$ cat config.mk
export PLATFORM = sky130hd
export DESIGN_NAME = dma_tout_chan
export DESIGN_NICKNAME = d
export VERILOG_FILES = /design/src/rtl/dma_tout_pkg.sv /design/src/rtl/dma_tout_merge.sv /design/src/rtl/dma_tout_ctl.sv /design/src/rtl/dma_tout_cnt.sv /design/src/rtl/dma_tout_seq.sv /design/src/rtl/dma_tout_chan.sv
export SDC_FILE = /design/constraint.sdc
export NUM_CORES = 1
export LEC_CHECK = 0
export BUFFER_PORTS_ARGS = -buffer_cell sky130_fd_sc_hd__buf_2
export CAP_MARGIN = 20
export CORE_ASPECT_RATIO = 0.75
export CORE_MARGIN = 2
export CORE_UTILIZATION = 50
export CTS_BUF_LIST = sky130_fd_sc_hd__clkbuf_4 sky130_fd_sc_hd__clkbuf_8
export DETAILED_ROUTE_END_ITERATION = 8
export PLACE_DENSITY = 0.82
export SLEW_MARGIN = 20
export SYNTH_ARGS = -nofsm -noshare
export SYNTH_HDL_FRONTEND = slang
export SYNTH_SLANG_ARGS = --single-unit
$ cat constraint.sdc
create_clock -name clk -period 3.5 [get_ports clk]
set_input_delay 0.7 -clock clk [delete_from_list [all_inputs] [get_ports clk]]
set_output_delay 0.7 -clock clk [all_outputs]
set_load 0.1 [all_outputs]
$ cat src/rtl/dma_tout_pkg.sv
package dma_tout_pkg;

    typedef enum logic [1:0] {
        ST_IDLE  = 2'd0,
        ST_READ  = 2'd1,
        ST_WRITE = 2'd2
    } seq_state_t;

endpackage

$ cat src/rtl/dma_tout_merge.sv
module dma_tout_merge #(
    parameter int N_SRC     = 2,
    parameter bit TOUT_SYNC = 1'b0
) (
    input  logic             clk,
    input  logic             rst_n,
    input  logic [N_SRC-1:0] src,
    output logic             hit
);

    logic any_src;

    always_comb begin
        any_src = 1'b0;
        for (int i = 0; i < N_SRC; i++) begin
            any_src = any_src | src[i];
        end
    end

    generate
        if (TOUT_SYNC) begin : g_sync
            logic hit_q;
            always_ff @(posedge clk or negedge rst_n) begin
                if (!rst_n) begin
                    hit_q <= 1'b0;
                end else begin
                    hit_q <= any_src;
                end
            end
            assign hit = hit_q;
        end else begin : g_direct
            assign hit = any_src;
        end
    endgenerate

endmodule

$ cat src/rtl/dma_tout_ctl.sv
module dma_tout_ctl (
    input  logic clk,
    input  logic rst_n,
    input  logic en_wr,
    input  logic en_wdata,
    input  logic ie_wr,
    input  logic ie_wdata,
    input  logic stat_rd,
    input  logic tout_any,
    input  logic take,
    input  logic fin,
    output logic en,
    output logic ie,
    output logic stat,
    output logic irq,
    output logic tout_hit
);

    logic en_q;
    logic ie_q;
    logic stat_q;
    logic pend_q;

    // A timeout seen now or earlier and not yet acted upon
    assign tout_hit = pend_q | tout_any;

    always_ff @(posedge clk or negedge rst_n) begin
        if (!rst_n) begin
            pend_q <= 1'b0;
        end else begin
            pend_q <= tout_hit & ~take;
        end
    end

    // Enable: a taken timeout or run completion beats a software write
    always_ff @(posedge clk or negedge rst_n) begin
        if (!rst_n) begin
            en_q <= 1'b0;
        end else if (take || fin) begin
            en_q <= 1'b0;
        end else if (en_wr) begin
            en_q <= en_wdata;
        end
    end

    always_ff @(posedge clk or negedge rst_n) begin
        if (!rst_n) begin
            ie_q <= 1'b0;
        end else if (ie_wr) begin
            ie_q <= ie_wdata;
        end
    end

    // Status: setting has priority over read-to-clear
    always_ff @(posedge clk or negedge rst_n) begin
        if (!rst_n) begin
            stat_q <= 1'b0;
        end else if (take && ie_q) begin
            stat_q <= 1'b1;
        end else if (stat_rd) begin
            stat_q <= 1'b0;
        end
    end

    assign en   = en_q;
    assign ie   = ie_q;
    assign stat = stat_q;
    assign irq  = stat_q & ie_q;

endmodule

$ cat src/rtl/dma_tout_cnt.sv
module dma_tout_cnt #(
    parameter int ELEM_W = 8,
    parameter int FRM_W  = 8
) (
    input  logic              clk,
    input  logic              rst_n,
    input  logic              elem_done,
    input  logic              restart,
    input  logic [ELEM_W-1:0] cfg_elems,
    input  logic [FRM_W-1:0]  cfg_frames,
    output logic [ELEM_W-1:0] elem_cnt,
    output logic [FRM_W-1:0]  frm_cnt,
    output logic              last_elem,
    output logic              run_done
);

    localparam logic [ELEM_W-1:0] ELEM_ONE = ELEM_W'(1);
    localparam logic [FRM_W-1:0]  FRM_ONE  = FRM_W'(1);

    logic [ELEM_W-1:0] elem_q;
    logic [FRM_W-1:0]  frm_q;
    logic              frame_end;

    assign frame_end = (elem_q == cfg_elems - ELEM_ONE);
    assign last_elem = frame_end && (frm_q == cfg_frames - FRM_ONE);
    assign run_done  = (frm_q == cfg_frames);

    always_ff @(posedge clk or negedge rst_n) begin
        if (!rst_n) begin
            elem_q <= '0;
            frm_q  <= '0;
        end else if (restart) begin
            elem_q <= '0;
            frm_q  <= '0;
        end else if (elem_done) begin
            if (frame_end) begin
                elem_q <= '0;
                frm_q  <= frm_q + FRM_ONE;
            end else begin
                elem_q <= elem_q + ELEM_ONE;
            end
        end
    end

    assign elem_cnt = elem_q;
    assign frm_cnt  = frm_q;

endmodule

$ cat src/rtl/dma_tout_seq.sv
module dma_tout_seq
    import dma_tout_pkg::*;
(
    input  logic clk,
    input  logic rst_n,
    input  logic en,
    input  logic tout_hit,
    input  logic run_done,
    input  logic last_elem,
    input  logic rd_ack,
    input  logic wr_ack,
    output logic rd_req,
    output logic wr_req,
    output logic rd_fire,
    output logic elem_done,
    output logic take,
    output logic fin,
    output logic busy
);

    seq_state_t state_q;
    seq_state_t state_d;

    always_ff @(posedge clk or negedge rst_n) begin
        if (!rst_n) begin
            state_q <= ST_IDLE;
        end else begin
            state_q <= state_d;
        end
    end

    // Next state
    always_comb begin
        state_d = state_q;
        unique case (state_q)
            ST_IDLE: begin
                if (take) begin
                    state_d = ST_IDLE;
                end else if (en && !run_done) begin
                    state_d = ST_READ;              // T_START
                end
            end
            ST_READ: begin
                if (rd_ack) begin
                    state_d = ST_WRITE;             // T_RD_DONE
                end
            end
            ST_WRITE: begin
                if (wr_ack) begin
                    if (take || fin || !en) begin
                        state_d = ST_IDLE;          // T_STOP
                    end else begin
                        state_d = ST_READ;          // T_NEXT
                    end
                end
            end
            default: state_d = ST_IDLE;
        endcase
    end

    // Outputs
    always_comb begin
        rd_req    = 1'b0;
        wr_req    = 1'b0;
        rd_fire   = 1'b0;
        elem_done = 1'b0;
        unique case (state_q)
            ST_IDLE: begin
            end
            ST_READ: begin
                rd_req  = 1'b1;
                rd_fire = rd_ack;
            end
            ST_WRITE: begin
                wr_req    = 1'b1;
                elem_done = wr_ack;
            end
            default: begin
            end
        endcase
        busy = (state_q != ST_IDLE);
        take = tout_hit && (!busy || elem_done);
        fin  = elem_done && last_elem;
    end

endmodule

$ cat src/rtl/dma_tout_chan.sv
module dma_tout_chan #(
    parameter int DATA_W    = 32,
    parameter int ELEM_W    = 8,
    parameter int FRM_W     = 8,
    parameter bit TOUT_SYNC = 1'b0
) (
    input  logic              clk,
    input  logic              rst_n,
    input  logic              en_wr,
    input  logic              en_wdata,
    input  logic              ie_wr,
    input  logic              ie_wdata,
    input  logic              stat_rd,
    input  logic              mem_tout,
    input  logic              per_tout,
    input  logic [ELEM_W-1:0] cfg_elems,
    input  logic [FRM_W-1:0]  cfg_frames,
    output logic              rd_req,
    input  logic              rd_ack,
    input  logic [DATA_W-1:0] rd_data,
    output logic              wr_req,
    input  logic              wr_ack,
    output logic [DATA_W-1:0] wr_data,
    output logic              ch_en,
    output logic              ie,
    output logic              stat_tout,
    output logic              irq,
    output logic              busy,
    output logic [ELEM_W-1:0] elem_cnt,
    output logic [FRM_W-1:0]  frm_cnt
);

    localparam int N_SRC = 2;

    logic              tout_any;
    logic              tout_hit;
    logic              take;
    logic              fin;
    logic              rd_fire;
    logic              elem_done;
    logic              last_elem;
    logic              run_done;
    logic              restart;
    logic [DATA_W-1:0] buf_q;

    dma_tout_merge #(
        .N_SRC     (N_SRC),
        .TOUT_SYNC (TOUT_SYNC)
    ) merge_i (
        .clk   (clk),
        .rst_n (rst_n),
        .src   ({per_tout, mem_tout}),
        .hit   (tout_any)
    );

    dma_tout_ctl ctl_i (
        .clk      (clk),
        .rst_n    (rst_n),
        .en_wr    (en_wr),
        .en_wdata (en_wdata),
        .ie_wr    (ie_wr),
        .ie_wdata (ie_wdata),
        .stat_rd  (stat_rd),
        .tout_any (tout_any),
        .take     (take),
        .fin      (fin),
        .en       (ch_en),
        .ie       (ie),
        .stat     (stat_tout),
        .irq      (irq),
        .tout_hit (tout_hit)
    );

    dma_tout_seq seq_i (
        .clk       (clk),
        .rst_n     (rst_n),
        .en        (ch_en),
        .tout_hit  (tout_hit),
        .run_done  (run_done),
        .last_elem (last_elem),
        .rd_ack    (rd_ack),
        .wr_ack    (wr_ack),
        .rd_req    (rd_req),
        .wr_req    (wr_req),
        .rd_fire   (rd_fire),
        .elem_done (elem_done),
        .take      (take),
        .fin       (fin),
        .busy      (busy)
    );

    // A software enable write after a finished run starts a fresh run
    assign restart = en_wr && en_wdata && !take && run_done;

    dma_tout_cnt #(
        .ELEM_W (ELEM_W),
        .FRM_W  (FRM_W)
    ) cnt_i (
        .clk        (clk),
        .rst_n      (rst_n),
        .elem_done  (elem_done),
        .restart    (restart),
        .cfg_elems  (cfg_elems),
        .cfg_frames (cfg_frames),
        .elem_cnt   (elem_cnt),
        .frm_cnt    (frm_cnt),
        .last_elem  (last_elem),
        .run_done   (run_done)
    );

    // Channel buffer between the read and write phases
    always_ff @(posedge clk or negedge rst_n) begin
        if (!rst_n) begin
            buf_q <= '0;
        end else if (rd_fire) begin
            buf_q <= rd_data;
        end
    end

    assign wr_data = buf_q;

endmodule

Word level (Yosys, flattened, before mapping)
Cells that the tools add are included.
- register bits: 54
- bits in latches: 0
- memory bits (writable): 0
- memory bits (read-only): 0
- output and inout bits: 55
- word-level logic and storage cells: 68
- memories: 0
- add/sub/neg operators: 4
- multiply operators: 0
- div/mod/pow operators: 0
- magnitude comparators: 0
- eq/ne operators: 8
- shifts and indexed selects: 0
- multiplexer cells: 20
- bitwise gates (word level): 5
- reduce and logical (&&, ||, !) cells: 23
- operator list (cell ; count):
    $mux 8 ; 6
    $eq 8x8->1 ; 3
    $add 8x1->8 const B ; 2
    $sub 8x1->8 const B ; 2
    $reduce_bool 2->1 ; 5
    $mux 1 ; 9
    $logic_and 1x1->1 ; 8
    $mux 2 ; 4
    $pmux 2 s3 ; 1
    $logic_not 1->1 ; 4
    $ne 2x2->1 const B ; 2
    $logic_or 1x1->1 ; 3
    $ne 3x2->1 const B ; 1
    $reduce_and 3->1 ; 1
    $and 1x1->1 ; 2
    $eq 2x1->1 const B ; 1
    $eq 2x2->1 const B ; 1
    $logic_not 2->1 ; 1
    $or 1x1->1 ; 2
    $reduce_and 2->1 ; 1
    $not 1->1 ; 1

Longest topological paths before layout
Gate-level depths: netlist (run 1).
- depth after elaboration: 9
- gate-level depth with buffers: 9
- depth with buffers taken out: 8

Cells and area by module
A second synthesis (run 1) with hierarchy kept.
- cells, all modules: 254
- area, all modules: 3039.2 sq um
- modules (own cells, without submodules) (module ; instances ; cells an instance ; area an instance (sq um) ; sequential area each (sq um)):
    dma_tout_chan ; 1 ; 69 ; 1355.0 ; 800.8
    dma_tout_cnt ; 1 ; 155 ; 1346.3 ; 400.4
    dma_tout_ctl ; 1 ; 13 ; 167.7 ; 100.1
    dma_tout_seq ; 1 ; 16 ; 163.9 ; 50.0
    dma_tout_merge ; 1 ; 1 ; 6.3 ; 0.0

Least setup slack after synthesis (run 1)
No wires, ideal clock.
- path kind: flip-flop to flip-flop
- start point: register seq_i.state_q[0]
- end point: register seq_i.state_q[0]
- setup time: 0.134 ns
- arrival: 2.864 ns
- data required time: 3.366 ns
- slack: 0.502 ns
- stages on the path, launching flop included: 8
- clock period less this slack: 2.998 ns
- cell sequence: dfrtp_1 -> nor2b_1 -> nand2_1 -> clkbuf_1 -> nor4_1 -> nand3_1 -> nor4_2 -> o22ai_1
- word-level cells in the longest chain between the ends: 9
- elaborated cells between the ends (all ways): 19
- those cells by class: 5 x eq/ne; 5 x mux; 9 x reduce/logical
- ends and longest elaborated chain (what ; RTL line ; text):
    from (decl) ; dma_tout_seq.sv:21 ; seq_state_t state_q;
    from (signal assigned) ; dma_tout_seq.sv:28 ; state_q <= state_d;
    $eq 2x2->1 or $reduce_bool 2->1 (tied branches) ; dma_tout_seq.sv:35, dma_tout_seq.sv:67, dma_tout_seq.sv:81 ;
    $mux 1 or $logic_not 1->1 (tied branches) ; dma_tout_seq.sv:67, dma_tout_seq.sv:82 ;
    $logic_or 1x1->1 ; dma_tout_seq.sv:82 ; take = tout_hit && (!busy || elem_done);
    $logic_and 1x1->1 ; dma_tout_seq.sv:82 ;
    $logic_or 1x1->1 (2 in a row) ; dma_tout_seq.sv:50 ; if (take || fin || !en) begin
    $mux 1 ; dma_tout_seq.sv:50 ;
    $mux 2 ; dma_tout_seq.sv:49 ; if (wr_ack) begin
    $pmux 2 s3 ; dma_tout_seq.sv:35 ; unique case (state_q)
Parallel ways exist; a longest one is shown, timed or not. The select of a mux whose other input is x is not followed.
A chain may end at the register's enable or synchronous reset.

Final worst setup path (run 1)
- start point: input cfg_elems[0]
- end point: register cnt_i.frm_q[4], in the netlist cnt_i.frm_cnt[4]
- word-level cells in the longest chain between the ends: 4
- ends and longest elaborated chain (what ; RTL line ; text):
    from (decl) ; dma_tout_chan.sv:16 ; input logic [ELEM_W-1:0] cfg_elems,
    $sub 8x1->8 ; dma_tout_cnt.sv:24 ; assign frame_end = (elem_q == cfg_elems - ELEM_ONE);
    $eq 8x8->1 ; dma_tout_cnt.sv:24 ;
    $reduce_bool 2->1 (no line) ; - ;
    $reduce_and 2->1 (no line) ; - ;
    to (signal assigned) ; dma_tout_cnt.sv:38 ; frm_q <= frm_q + FRM_ONE;
    to (decl) ; dma_tout_cnt.sv:21 ; logic [FRM_W-1:0] frm_q;
No other way between the ends.

==> results of run 1 <==
[path summary, 6_finish.rpt]
path                            cells after the start          endpoint  slack (ns)              start
worst max-delay path                                9  cnt_i.frm_cnt[4]        0.81       cfg_elems[0]
worst min-delay path                                1        wr_data[5]        0.46              rst_n
worst max register to register                      6  cnt_i.frm_cnt[4]        1.13  cnt_i.elem_cnt[2]
worst min register to register                      1        wr_data[1]        0.51         wr_data[1]
max in group asynchronous                           2       wr_data[12]        2.29              rst_n
min in group clk                                    1        wr_data[1]        0.51         wr_data[1]
[metrics by stage]
stage	total power [uW]	std cells	worst slack, ns	cell area (sq um)	util (%)
2_1_floorplan	2090	255	0.502	2800	-
3_3_place_gp	2320	436	0.674	3450	64.0
3_5_place_dp	2340	436	0.495	3450	64.0
4_1_cts	2760	444	0.822	3560	66.1
5_1_grt	2840	444	0.697	3560	66.1
6_report	2740	444	0.806	3560	66.1
[final cells by class]
type | instances | share of cell area, %
clock inverters | 3 | 1.23
clock buffers | 5 | 1.93
well taps | 75 | 2.64
flip-flops and latches | 54 | 38.0
multi-input cells | 182 | 38.7
inverters | 9 | 0.949
repair buffers | 116 | 16.5
[per-layer routing]
layer / track usage (%) / vias up
met4: 4.81 / 0
met1: 27.2 / 1099
met2: 31.5 / 94
li1: - / 1136
met3: 5.00 / 4
met5: 0 / -
[worst max-delay path: stages]
cell,delay [ns]
buf_2,0.12
inv_1,0.05
ha_1,0.22
and2_1,0.19
o21a_1,0.19
o31ai_1,0.33
o211ai_2,0.38
or4_1,0.57
a21oi_1,0.17
[flip-flops by register name (all words and copies together) (netlist names)]
name	cells
wr_data	32
cnt_i.elem_cnt	8
cnt_i.frm_cnt	8
seq_i.state_q	2
ctl_i.en	1
ctl_i.ie	1
ctl_i.pend_q	1
ctl_i.stat	1
[logic make-up (layout without fill, tap and decap cells)]
group,Yosys count,count (layout),synth area share (%)
flip-flops,54,54,48.2
AO/OA/AOI/OAI,34,34,8.21
multiplexers,34,34,13.7
XOR/XNOR,28,28,8.75
AND/OR/NAND/NOR,82,82,16.8
buffers and inverters,19,133,2.59
adder cells (fa/ha/maj),4,4,1.79
[synth_stat cells (all sizes together)]
library cell / n / area, sq um
nand4b: 1 / 8.76
nor2b: 4 / 25.0
nand3b: 1 / 7.51
a211oi: 2 / 15.0
nor4b: 1 / 15.0
or2: 1 / 6.26
o31ai: 7 / 52.6
or4: 6 / 45.0
xnor2: 18 / 158
and3: 2 / 12.5
nor3: 8 / 56.3
o211a: 1 / 10.0
dfrtp: 54 / 1350
inv: 9 / 33.8
nor4: 4 / 31.3
mux2: 34 / 383
o21a: 1 / 7.51
a31oi: 1 / 6.26
clkbuf: 6 / 22.5
buf: 4 / 16.3
ha: 4 / 50.1
nand4: 3 / 18.8
o211ai: 2 / 20.0
a21oi: 11 / 55.1
nand2: 13 / 48.8
o22ai: 1 / 6.26
o41a: 1 / 11.3
nand2b: 1 / 6.26
nor3b: 2 / 15.0
a221o: 1 / 10.0
o311ai: 1 / 8.76
or3b: 1 / 8.76
xor2: 10 / 87.6
nor2: 12 / 45.0
or3: 4 / 25.0
a21o: 1 / 7.51
and2: 4 / 25.0
nand3: 14 / 70.1
o21ai: 4 / 20.0
[report_power, final]
part	internal [uW]	switching [uW]	total (uW)
Combinational	249	1230	1480
Clock	215	202	417
Sequential	763	78.8	841
Total	1230	1510	2740
==> impl_results.md, run 1 <==
* I/O pin cnt at 114
* Core ar. at 0.00538 sq mm
* Antenna Cells at 0
* Post-DRT Antenna Nets at 0
* CP startpoint kind: input port
* Hold Violations, Final at 0
* Commonest non-fill, non-tap cell in the layout: buf_2
* Met3 wire length at 434 um
* Clock skew at 0.00592 ns
* Vias in the first global route at 2057
* # H-tree levels at 2
* Routed WL per cell at 14.2 um
* Worst vdd ir at 654 uV
* PD cells at 770 mW/mm^2
* Floorplan die width at 90.5 um
* Hold WS at 0.458 ns
* Num CTS Buffers at 5
* Yosys warnings at 0
* Post-cts resize count at 0
* Pleak at 0.00181 uW
* Max cap viols at 0
* Post-synthesis cell count at 255
* Worst EP arrival at 2.93 ns
* Top Metal Used: met4
* Clock Latency Late Sink at 0.30 ns
* Nets at 431
* Detailed Route WL at 6310 um
* Most frequent cells in the layout: buf_2, dfrtp_1, mux2_2
* WS Path Type: input port to flip-flop
* CP Capture Type: flip-flop
* Routed via count at 2333
* Initial Util at 52.1%
* Post-CTS setup buffer count at 0
* Routability cong. at 0.858
* Root buffer cell: clkbuf_8
* Gr ovfl total at 0
* CTS max path bufs at 2
* Synth Cell Area at 0.00280 sq mm
* Met2 Wirelength at 3000 um
* Worst EP required at 3.73 ns
* RSZ-0062 raised after global routing: no
* GRT Total Usage at 19.6%
* FMAX at 0.371 GHz
* Syn Area/Cell at 11.0 sq um
* CTS tree: done
* Area of the multi-input gates at 0.00138 sq mm
* Largest net degree at the start of global routing at 37
* Fill cells at 436
* Sequential area share after synthesis at 48.2%
* Max_slew headroom at 49.0%
* HPWL Detailed at 4860 um
* Die area at 0.00623 sq mm
* Clock-pin transition on the worst setup and hold timing paths at 0.10 ns
* Site row count at 23
* Worst Hold Class: input port to asynchronous set/reset pin
* Initial antenna violation count at 0
* Yosys reg bits at 54
* Synthesized net count at 318
* Post-CTS Hold Buffers at 0
* Input/output buffers at 113
* DR DRC count at 0
* Final Setup Violations at 0
* Reg area at 0.00135 sq mm
* Area grow syn2layout at 27.0%
* First drt pass iteration count at 4
* DRT met1 WL at 2840 um
* 1st-iter DRT viols at 120
* Period utilization at 77.0%
* Setup TNS Final at 0 ns
* Status: complete, no violations
* Worst Path Max Fanout at 17
* Clock sinks at 54
* Vias per cell at 5.25
* Library cells used by synthesis at 44
* Slew @ Worst Pin at 0.765 ns
* Pins Over Slew Limit at 0
* Layout cells sized above 1 at 44.2%
* Min cycle time layout at 2.69 ns
* Die height at 68.8 um
* Global-route wire length before repair at 9670 um
No activity file was read; power rests on OpenSTA's default activity.
==> run 2: changes to the inputs <==
--- a/config.mk
+++ b/config.mk
@@ -5,6 +5,7 @@
 export SDC_FILE = /design/constraint.sdc
 export NUM_CORES = 1
 export LEC_CHECK = 0
+export ABC_AREA = 1
 export BUFFER_PORTS_ARGS = -buffer_cell sky130_fd_sc_hd__buf_2
 export CAP_MARGIN = 20
 export CORE_ASPECT_RATIO = 0.75
@@ -12,7 +13,7 @@
 export CORE_UTILIZATION = 50
 export CTS_BUF_LIST = sky130_fd_sc_hd__clkbuf_4 sky130_fd_sc_hd__clkbuf_8
 export DETAILED_ROUTE_END_ITERATION = 8
-export PLACE_DENSITY = 0.82
+export PLACE_DENSITY = 0.8
 export SLEW_MARGIN = 20
 export SYNTH_ARGS = -nofsm -noshare
 export SYNTH_HDL_FRONTEND = slang
==> constraint.sdc (replaced) <==
create_clock -name clk -period 2.6 [get_ports clk]
set_input_delay 0.52 -clock clk [delete_from_list [all_inputs] [get_ports clk]]
set_output_delay 0.52 -clock clk [all_outputs]
set_load 0.1 [all_outputs]
==> run 2 against run 1 <==
Effect of this change: global-route usage up 1.2 points; clock skew up 0.0056 ns; sequential share of layout area down 3.5 points; wire length up 17%; first-iteration DRC count down 5.8%; die area up 13%; final cell count up 30%; worst hold slack worse by 0.13 ns; largest cell class unchanged; highest routed layer unchanged.
==> impl_results.md, run 2 <==
* Antenna Cells at 0 (unchanged)
* Slew @ Worst Pin at 0.666 ns (-0.0997 ns)
* CP top delay family: buffers and inverters
* GRT Total Usage at 20.9% (+1.2 points)
* Die area at 0.00704 sq mm (+13%)
* Clock skew at 0.0116 ns (+0.00563 ns)
* FMAX at 0.519 GHz
* Final Setup Violations at 0 (unchanged)
* Max_slew headroom at 55.6% (+6.6 points)
* Post-synth ARST share at 100% (unchanged)
* Max reg flops at 32 (unchanged)
* Worst Hold Class: input port to asynchronous set/reset pin
* DR DRC count at 0 (unchanged)
* Die height at 73.2 um (+6.3%)
* CTS max path bufs at 2 (unchanged)
* Routed via count at 2896 (+24%)
* Most frequent cell after synthesis: nand2_1
* Final WS setup at 0.673 ns (-0.133 ns)
* Routed WL per cell at 12.8 um (-9.9%)
* Slowest CP cell: buf_2
* Num CTS Buffers at 5 (unchanged)
* Cell Chain, Critical Path: inv_2, nand2_1, inv_1, buf_2
* WS Path Type: flip-flop to output pin
* Post-DRT Antenna Nets at 0 (unchanged)
* Min cycle time layout at 1.93 ns
* Worst EP arrival at 1.41 ns (-1.52 ns)
* Synth Cell Area at 0.00319 sq mm (+14%)
* Share of the synthesized area in the top cell type at 42.4% (-5.9 points)
* Hold Violations, Final at 0 (unchanged)
* Commonest cells post-synth: nand2_1, dfrtp_1, inv_1
* Top FF cell, synth: dfrtp_1
* Clock sinks at 54 (unchanged)
* I/O pin cnt at 114 (unchanged)
* Setup TNS Final at 0 ns (unchanged)
* Vias in the first global route at 2610 (+27%)
* Site row count at 25 (+8.7%)
* Core ar. at 0.00622 sq mm (+16%)
* HPWL Detailed at 5800 um (+19%)
* 1st-iter DRT viols at 113 (-5.8%)
* Gr ovfl total at 0 (unchanged)
* Post-synthesis cell count at 383 (+50%)
* Synthesized net count at 446 (+40%)
* Yosys reg bits at 54 (unchanged)
* Input/output buffers at 113 (unchanged)
* Nets at 559 (+30%)
* Clock-pin transition on the worst setup and hold timing paths at 0.10 ns (about the same)
* Worst EP required at 2.08 ns (-1.65 ns)
* CTS tree: done
* Synth top area cells: dfrtp_1, nand2_1, mux2_2
* Place WS at 0.401 ns (-0.0935 ns)
* Post-CTS setup buffer count at 0 (unchanged)
* Post-cts resize count at 0 (unchanged)
* Clock Latency Late Sink at 0.30 ns (about the same)
* Commonest non-fill, non-tap cell in the layout: buf_2
* EDFF count, synth at 0 (unchanged)
* Max cap viols at 0 (unchanged)
* Worst Path Max Fanout at 6 (-11)
* Initial Util at 51.3% (-0.82 points)
* Largest net degree at the start of global routing at 55 (+49%)
* Detailed Route WL at 7400 um (+17%)
* Library cells used by synthesis at 32 (-27%)
* CP startpoint kind: flip-flop
* # H-tree levels at 2 (unchanged)
* Critical path depth at 4 (-5)
* Routability cong. at 0.890 (+3.7%)
* R2R depth at 10 (+4)
* Floorplan die width at 96.2 um (+6.4%)
* Sequential area share after synthesis at 42.4% (-5.9 points)
* Initial antenna violation count at 0 (unchanged)
* RSZ-0062 raised after global routing: no
* Crit path buf inv count at 3 (+1)
* CP max stage delay at 0.43 ns (-0.14 ns)
* Yosys warnings at 0 (unchanged)
* Root buffer cell: clkbuf_8
* CP Capture Type: output pin
* Syn Area/Cell at 8.33 sq um (-24%)
* Status: complete, no violations
* First drt pass iteration count at 4 (unchanged)
* Post-synth top area cell: dfrtp_1
* Post-layout util at 63.0% (-3.2 points)
* Most frequent cells in the layout: buf_2, nand2_1, dfrtp_1
* Period utilization at 74.1%
* Vias per cell at 5.01 (-4.6%)
* Area grow syn2layout at 22.8%
* Pins Over Slew Limit at 0 (unchanged)
* Post-CTS Hold Buffers at 0 (unchanged)
* Global-route wire length before repair at 11600 um (+20%)
* Layout cells sized above 1 at 34.6% (-9.6 points)
-- run 2: cell count changes after synthesis, sizes merged, moves of 5 or more --
cell	change
or4	-6
buf	+5
nand4	+11
clkbuf	-5
o31ai	-5
nand3	+10
o21ai	+5
nand2	+102
inv	+36
nor2	+25
a21oi	-10
xnor2	-8
-- run 2: through the flow --
step                cell area, sq um  hold slack (ns)  cells
finish                          3920            0.327    578
CTS                             3920            0.349    578
detailed placement              3800            0.487    570
floorplan                       3190            0.224    383
global route                    3920            0.379    578
global placement                3800            0.482    570
-- run 2: area by class of cell --
cell class	count	area, sq um
Tap cell	81	101
Clock inverter	2	37.5
Multi-Input combinational cell	274	1600
Inverter	45	169
Timing Repair Buffer	116	588
Clock buffer	6	76.3
Sequential cell	54	1350
Fill cell	564	2310
-- run 2: cell families (layout without fill, tap and decap cells) --
family	after synthesis	in the layout	synth area share, %
AND/OR/NAND/NOR	200	200	27.9
buffers and inverters	55	169	7.73
flip-flops	54	54	42.4
multiplexers	32	32	11.3
XOR/XNOR	23	23	6.31
AO/OA/AOI/OAI	15	15	2.82
adder cells (fa/ha/maj)	4	4	1.57
-- run 2: worst reg2reg max path: stages (launching register included) --
cell     delay, ns
dfrtp_1       0.45
inv_1         0.13
nand2_1       0.06
nand2_1       0.08
nand3_1       0.09
nor3_2        0.18
nand3_2       0.29
nand2_4       0.27
nand2_4       0.11
nand2_1       0.07
nand2_1       0.05
-- run 2: worst paths after layout --
path,start,endpoint,slack (ns)
max reg2reg,cnt_i.frm_cnt[4],cnt_i.frm_cnt[6],0.74
min,rst_n,wr_data[10],0.33
max,seq_i.state_q[0],wr_req,0.67
max in group asynchronous,rst_n,cnt_i.elem_cnt[2],1.82
min reg2reg,wr_data[22],wr_data[22],0.51
min in group clk,stat_rd,ctl_i.stat,0.41
-- run 2: metal layers --
layer	GRT usage, %	up-vias	wire length [um]
li1	-	1449	-
met1	28.1	1373	3250
met2	35.1	70	3720
met3	4.24	4	376
met4	4.29	0	54
met5	0	-	0
Power of run 2 is left out: the tool's default activity adds up to more than one toggle a clock period on the data nets, which glitch-free logic cannot reach.
